`src/rtl/rdc_pkg.sv`:
```
package rdc_pkg;

  typedef enum logic [1:0] {
    ST_IDLE   = 2'd0,
    ST_STROBE = 2'd1,
    ST_XFER   = 2'd2,
    ST_RECOV  = 2'd3
  } rdc_state_e;

  // cycles needed to cover a delay in ns, rounded up
  function automatic int ns_to_cycles(input int ns, input int clk_mhz);
    return (ns * clk_mhz + 999) / 1000;
  endfunction

endpackage

```
`src/rtl/rdc_hold_timer.sv`:
```
module rdc_hold_timer #(
  parameter int CNT_W = 8
) (
  input  logic             clk,
  input  logic             rst,
  input  logic             load,
  input  logic [CNT_W-1:0] load_val,
  output logic             expired
);
  logic [CNT_W-1:0] cnt_q;
  logic             run_q;

  always_ff @(posedge clk) begin
    if (rst) begin
      cnt_q <= '0;
      run_q <= 1'b0;
    end else if (load) begin
      cnt_q <= load_val;
      run_q <= 1'b1;
    end else if (run_q) begin
      if (cnt_q == '0) run_q <= 1'b0;
      else             cnt_q <= cnt_q - 1'b1;
    end
  end

  assign expired = run_q && (cnt_q == '0);
endmodule

```
`src/rtl/rdc_spi_rx.sv`:
```
module rdc_spi_rx #(
  parameter int FRAME_W   = 16,
  parameter int FIELD_W   = 12,
  parameter int SCLK_HALF = 7
) (
  input  logic               clk,
  input  logic               rst,
  input  logic               start,
  input  logic               miso,
  output logic               sclk,
  output logic               cs_n,
  output logic               done,
  output logic [FIELD_W-1:0] field
);
  localparam int HC_W  = (SCLK_HALF < 2) ? 1 : $clog2(SCLK_HALF);
  localparam int EDGES = 2 * FRAME_W;
  localparam int EC_W  = $clog2(EDGES + 1);

  logic               active_q;
  logic [HC_W-1:0]    half_q;
  logic [EC_W-1:0]    edge_q;
  logic [FRAME_W-1:0] shreg_q;
  logic               tick;

  assign tick = active_q && (half_q == HC_W'(SCLK_HALF - 1));

  always_ff @(posedge clk) begin
    if (rst) begin
      active_q <= 1'b0;
      half_q   <= '0;
      edge_q   <= '0;
      shreg_q  <= '0;
      sclk     <= 1'b1;
      cs_n     <= 1'b1;
      done     <= 1'b0;
    end else if (start) begin
      active_q <= 1'b1;
      half_q   <= '0;
      edge_q   <= '0;
      sclk     <= 1'b1;
      cs_n     <= 1'b0;
      done     <= 1'b0;
    end else begin
      done <= 1'b0;
      if (active_q) begin
        if (tick) begin
          half_q <= '0;
          edge_q <= edge_q + 1'b1;
          if (!edge_q[0]) begin
            sclk <= 1'b0;
          end else begin
            sclk    <= 1'b1;
            shreg_q <= {shreg_q[FRAME_W-2:0], miso};
          end
          if (edge_q == EC_W'(EDGES - 1)) begin
            active_q <= 1'b0;
            cs_n     <= 1'b1;
            done     <= 1'b1;
          end
        end else begin
          half_q <= half_q + 1'b1;
        end
      end
    end
  end

  assign field = shreg_q[FRAME_W-1 -: FIELD_W];
endmodule

```
`src/rtl/rdc_formatter.sv`:
```
module rdc_formatter #(
  parameter int FIELD_W = 12,
  parameter int OUT_W   = 16
) (
  input  logic [FIELD_W-1:0] field,
  input  logic               is_angle,
  output logic [OUT_W-1:0]   result
);
  localparam int PAD_W = OUT_W - FIELD_W;

  generate
    if (PAD_W > 0) begin : g_pad
      logic pad_bit;
      assign pad_bit = is_angle ? 1'b0 : field[FIELD_W-1];
      assign result  = {{PAD_W{pad_bit}}, field};
    end else begin : g_nopad
      assign result = field[OUT_W-1:0];
    end
  endgenerate
endmodule

```
`src/rtl/rdc_readout.sv`:
```
module rdc_readout #(
  parameter int SYS_CLK_MHZ = 100,
  parameter int SCLK_HALF   = 7,
  parameter int FRAME_W     = 16,
  parameter int FIELD_W     = 12,
  parameter int OUT_W       = 16,
  parameter int GUARD_NS    = 20
) (
  input  logic             clk,
  input  logic             rst,
  input  logic             req_i,
  input  logic             sel_angle_i,
  output logic             busy_o,
  output logic             valid_o,
  output logic [OUT_W-1:0] data_o,
  output logic             sample_o,
  output logic             rdsel_o,
  output logic             spi_sclk_o,
  output logic             spi_cs_n_o,
  input  logic             spi_miso_i
);
  import rdc_pkg::*;

  localparam int GUARD_CYC  = ns_to_cycles(GUARD_NS, SYS_CLK_MHZ);
  localparam int STROBE_CYC = 6 * 2 * SCLK_HALF + GUARD_CYC;
  localparam int RECOV_CYC  = 2 * 2 * SCLK_HALF + GUARD_CYC;
  localparam int TMR_W      = $clog2(STROBE_CYC + 1) + 1;

  rdc_state_e         state_q;
  logic               strobe_load, strobe_exp;
  logic               recov_load, recov_exp;
  logic               spi_start, spi_done;
  logic [FIELD_W-1:0] spi_field;
  logic [OUT_W-1:0]   fmt_result;

  assign strobe_load = (state_q == ST_IDLE) && req_i;
  assign spi_start   = (state_q == ST_STROBE) && strobe_exp;
  assign recov_load  = (state_q == ST_XFER) && spi_done;

  rdc_hold_timer #(.CNT_W(TMR_W)) i_strobe_tmr (
    .clk(clk), .rst(rst), .load(strobe_load),
    .load_val(TMR_W'(STROBE_CYC - 1)), .expired(strobe_exp)
  );

  rdc_hold_timer #(.CNT_W(TMR_W)) i_recov_tmr (
    .clk(clk), .rst(rst), .load(recov_load),
    .load_val(TMR_W'(RECOV_CYC - 1)), .expired(recov_exp)
  );

  rdc_spi_rx #(.FRAME_W(FRAME_W), .FIELD_W(FIELD_W), .SCLK_HALF(SCLK_HALF)) i_spi (
    .clk(clk), .rst(rst), .start(spi_start), .miso(spi_miso_i),
    .sclk(spi_sclk_o), .cs_n(spi_cs_n_o), .done(spi_done), .field(spi_field)
  );

  rdc_formatter #(.FIELD_W(FIELD_W), .OUT_W(OUT_W)) i_fmt (
    .field(spi_field), .is_angle(rdsel_o), .result(fmt_result)
  );

  always_ff @(posedge clk) begin
    if (rst) begin
      state_q  <= ST_IDLE;
      busy_o   <= 1'b0;
      valid_o  <= 1'b0;
      data_o   <= '0;
      sample_o <= 1'b0;
      rdsel_o  <= 1'b0;
    end else begin
      valid_o <= 1'b0;
      unique case (state_q)
        ST_IDLE: if (req_i) begin
          state_q  <= ST_STROBE;
          busy_o   <= 1'b1;
          sample_o <= 1'b0;
          rdsel_o  <= sel_angle_i;
        end
        ST_STROBE: if (strobe_exp) begin
          sample_o <= 1'b1;
          state_q  <= ST_XFER;
        end
        ST_XFER: if (spi_done) begin
          valid_o <= 1'b1;
          data_o  <= fmt_result;
          state_q <= ST_RECOV;
        end
        ST_RECOV: if (recov_exp) begin
          busy_o  <= 1'b0;
          state_q <= ST_IDLE;
        end
        default: state_q <= ST_IDLE;
      endcase
    end
  end
endmodule

```
`config.mk`:
```
export PLATFORM = sky130hd
export DESIGN_NAME = rdc_readout
export DESIGN_NICKNAME = d
export VERILOG_FILES = /design/src/rtl/rdc_pkg.sv /design/src/rtl/rdc_hold_timer.sv /design/src/rtl/rdc_spi_rx.sv /design/src/rtl/rdc_formatter.sv /design/src/rtl/rdc_readout.sv
export SDC_FILE = /design/constraint.sdc
export NUM_CORES = 1
export LEC_CHECK = 0
export ABC_AREA = 1
export BUFFER_PORTS_ARGS = -buffer_cell sky130_fd_sc_hd__buf_2
export CORE_MARGIN = 1.5
export CORE_UTILIZATION = 51
export DETAILED_ROUTE_END_ITERATION = 10
export GPL_TIMING_DRIVEN = 0
export PLACE_DENSITY = 0.7
export SETUP_SLACK_MARGIN = 0.02
export SYNTH_ARGS = -nofsm -noshare
export SYNTH_HDL_FRONTEND = slang
export SYNTH_SLANG_ARGS = --single-unit
```
`constraint.sdc`:
```
create_clock -name clk -period 3.4 [get_ports clk]
set_input_delay 0.17 -clock clk [delete_from_list [all_inputs] [get_ports clk]]
set_output_delay 0.17 -clock clk [all_outputs]
set_load 0.05 [all_outputs]
```
==> results.json <==
{
  "worst_setup_path_start_kind": "register",
  "grt_busiest_layer": "met2",
  "port_buffers": 26,
  "ir_worst_vdd_uv": 300,
  "critPathMaxFanout": 10,
  "routabilityCongestion": 0.883,
  "synth_edf_count": 0,
  "synthAdderAreaFrac_pct": 4.67,
  "hp-start": "rst",
  "drcViolationCount": 0,
  "synth_fp_nets": 403,
  "post_cts_buffers": 0,
  "crit_type": "reg -> reg",
  "max_clock_freq_ghz": 0.578,
  "pwr_density_cell_nw_per_um2": 582,
  "synthFlopType": "dfxtp_1",
  "fin_crit_sh_pct": 50.9,
  "fin_skew_ns": 0.00718,
  "htree_num_levels": 3,
  "gr-usage-met2_pct": 34.1,
  "drv_slew": 0,
  "ff2ff_setup_slack_ns": 1.67,
  "grt_max_degree": 13,
  "num_vias": 2505,
  "holdWs_ns": 0.0828,
  "ys_seq_area_share_pct": 44.8,
  "cts.clk_slew.worst_paths_ns": 0.07,
  "synth_top_family_by_area": "simple AND/OR/NAND/NOR gates",
  "cp.arrival_ns": 1.99,
  "cts.repair.resized": 0,
  "die-area_um2": 6240,
  "firstDrtPassIters": 4,
  "antenna_found_initial": 0,
  "num_io_pins": 27,
  "drtAntennaViolNets": 0,
  "hold_path_class": "in -> reg",
  "cts_sinks": 66,
  "synth_xor_xnor_area_share_pct": 1.49,
  "tightest_slew_ns": 0.496,
  "tns_ns": 0,
  "final_nets": 440,
  "post_synth.cell_area_avg_um2": 7.61,
  "r2r-start": "state_q[0]$_SDFFE_PP0P_",
  "core_area_um2": 5540,
  "clkLatencyLatePin_ns": 0.34,
  "wl_um": 5860,
  "drive_above_1_share_pct": 16.6,
  "grt_use_met1_pct": 26.5,
  "synthSimpleGateAreaFrac_pct": 26.8,
  "leakage_uw": 0.00148,
  "root_buffer": "clkbuf_8",
  "drt_iter0_markers": 77,
  "dp_cells": 485,
  "grt.overflow.total": 0,
  "grt_pass1_vias": 2295,
  "maxCapViolations": 0,
  "finalNonFillerCells": 501,
  "initial_core_util_pct": 53.2,
  "ys_seq_elements": 66,
  "viasPerCell": 5.00,
  "async_reset_ff_share_pct": 0,
  "post-dp-hpwl_um": 4300,
  "yosysUniqueCellTypes": 34,
  "ys_warn_count": 0,
  "cts_tree": "done",
  "place_area_um2": 3170,
  "critPathLaunch": "state_q[0]$_SDFFE_PP0P_",
  "dieHeight_um": 79.0,
  "areaGrowthSynthToFinish_pct": 13.2,
  "synthMuxAreaShare_pct": 0,
  "slew_headroom_pct": 66.9,
  "grt_use_total_pct": 21.0,
  "grt_util_met3_pct": 5.63,
  "period_minus_slack_ns": 1.73,
  "p_total_uw": 1940,
  "cp.required_ns": 3.66,
  "synth_compound_area_share_pct": 12.2,
  "run_status": "finished clean",
  "setup_violations": 0,
  "die_x_um": 79.0,
  "setup.worst_path.end_class": "register",
  "rsz0062_at_grt": "false",
  "synth_cells": 387,
  "rows": 27,
  "numCtsBuffers": 9,
  "hold_viol_final": 0,
  "grt_pass1_wl_um": 10200,
  "n_fill_cell": 553,
  "clock_path_buffers": 2,
  "drt-wirelength-per-cell_um": 11.7,
  "cts_hold_buffers": 0,
  "antennaDiodeCount": 0,
  "final_area_um2": 3340,
  "syn_area_um2": 2950
}
flip-flops by register name, indices dropped and copies added, names as in the netlist:
signal	cells
i_strobe_tmr.run_q	1
data_o	13
i_spi.active_q	1
i_spi.half_q	3
state_q	2
i_spi.done	1
rdsel_o	1
i_spi.edge_q	6
sample_o	1
valid_o	1
i_spi.sclk	1
i_spi.cs_n	1
i_recov_tmr.cnt_q	8
i_spi.shreg_q	16
i_strobe_tmr.cnt_q	8
i_recov_tmr.run_q	1
busy_o	1
kinds of logic (layout without fill, tap and decap cells):
group | count (synthesis) | in the layout
buf+inv | 66 | 108
flops | 66 | 66
xor+xnor | 5 | 5
fa+ha+maj | 11 | 11
compound gates | 64 | 64
simple gates | 175 | 175
power breakdown:
part | switching [µW] | internal (µW)
sequential | 49.4 | 827
clock | 309 | 262
combinational | 323 | 169
total | 682 | 1260
layout by cell type (no fill, tap or decap), drive strengths merged:
master    instances
nand3b            1
nor4              1
o21ai            30
nand3            35
xor2              5
a211oi            2
o211ai            3
nor3b             2
and2              1
nand4             7
a31oi             3
o22ai             1
clkinv            5
dfxtp            66
nand2            68
clkinvlp          1
a21oi            24
ha               11
inv              53
clkbuf           11
buf              38
a21o              1
nor2             58
nor3              2
final cells by class:
type                    count  area [µm²]  area share (%)
multi-input cells         255        1330            39.9
flip-flops and latches     66        1320            39.6
inverters                  52         195            5.85
repair buffers             26         130            3.90
clock buffers               9         124            3.71
plain buffers              14         100            3.00
well taps                  72        90.1            2.70
clock inverters             7        45.0            1.35
stage by stage:
stage,util (%),setup slack (ns)
2_1_floorplan,-,1.94
6_report,60.2,1.67
3_5_place_dp,57.2,1.69
4_1_cts,60.2,1.67
3_3_place_gp,57.2,1.75
5_1_grt,60.2,1.47
cells in the mapped netlist (5+ instances only):
cell | instances | area (µm²)
xor2_1 | 5 | 43.8
buf_4 | 6 | 45.0
dfxtp_1 | 66 | 1320
inv_1 | 50 | 188
a21oi_1 | 23 | 115
nand2_1 | 63 | 236
o21ai_0 | 24 | 120
nand3_1 | 34 | 170
nor2_1 | 53 | 199
nand4_1 | 7 | 43.8
ha_1 | 11 | 138
worst max-delay path: stages (launching register included):
cell	delay, ns
dfxtp_1	0.34
inv_1	0.09
ha_1	0.20
nand2_1	0.26
nor2_2	0.37
inv_1	0.19
o21ai_0	0.20
worst paths after layout:
check | end | depth (start not counted)
worst max-delay path | data_o[4]$_SDFFE_PP0P_ | 6
worst min-delay path | valid_o$_SDFF_PP0_ | 2
worst max register to register | data_o[4]$_SDFFE_PP0P_ | 6
worst min register to register | i_spi.sclk$_SDFFE_PP1N_ | 1
metal layers:
layer | vias up | wire length (µm)
li1 | 1322 | -
met1 | 1115 | 2730
met2 | 59 | 2720
met3 | 9 | 314
met4 | 0 | 89
met5 | - | 0
Note: power is estimated with default switching activity, not from simulation.
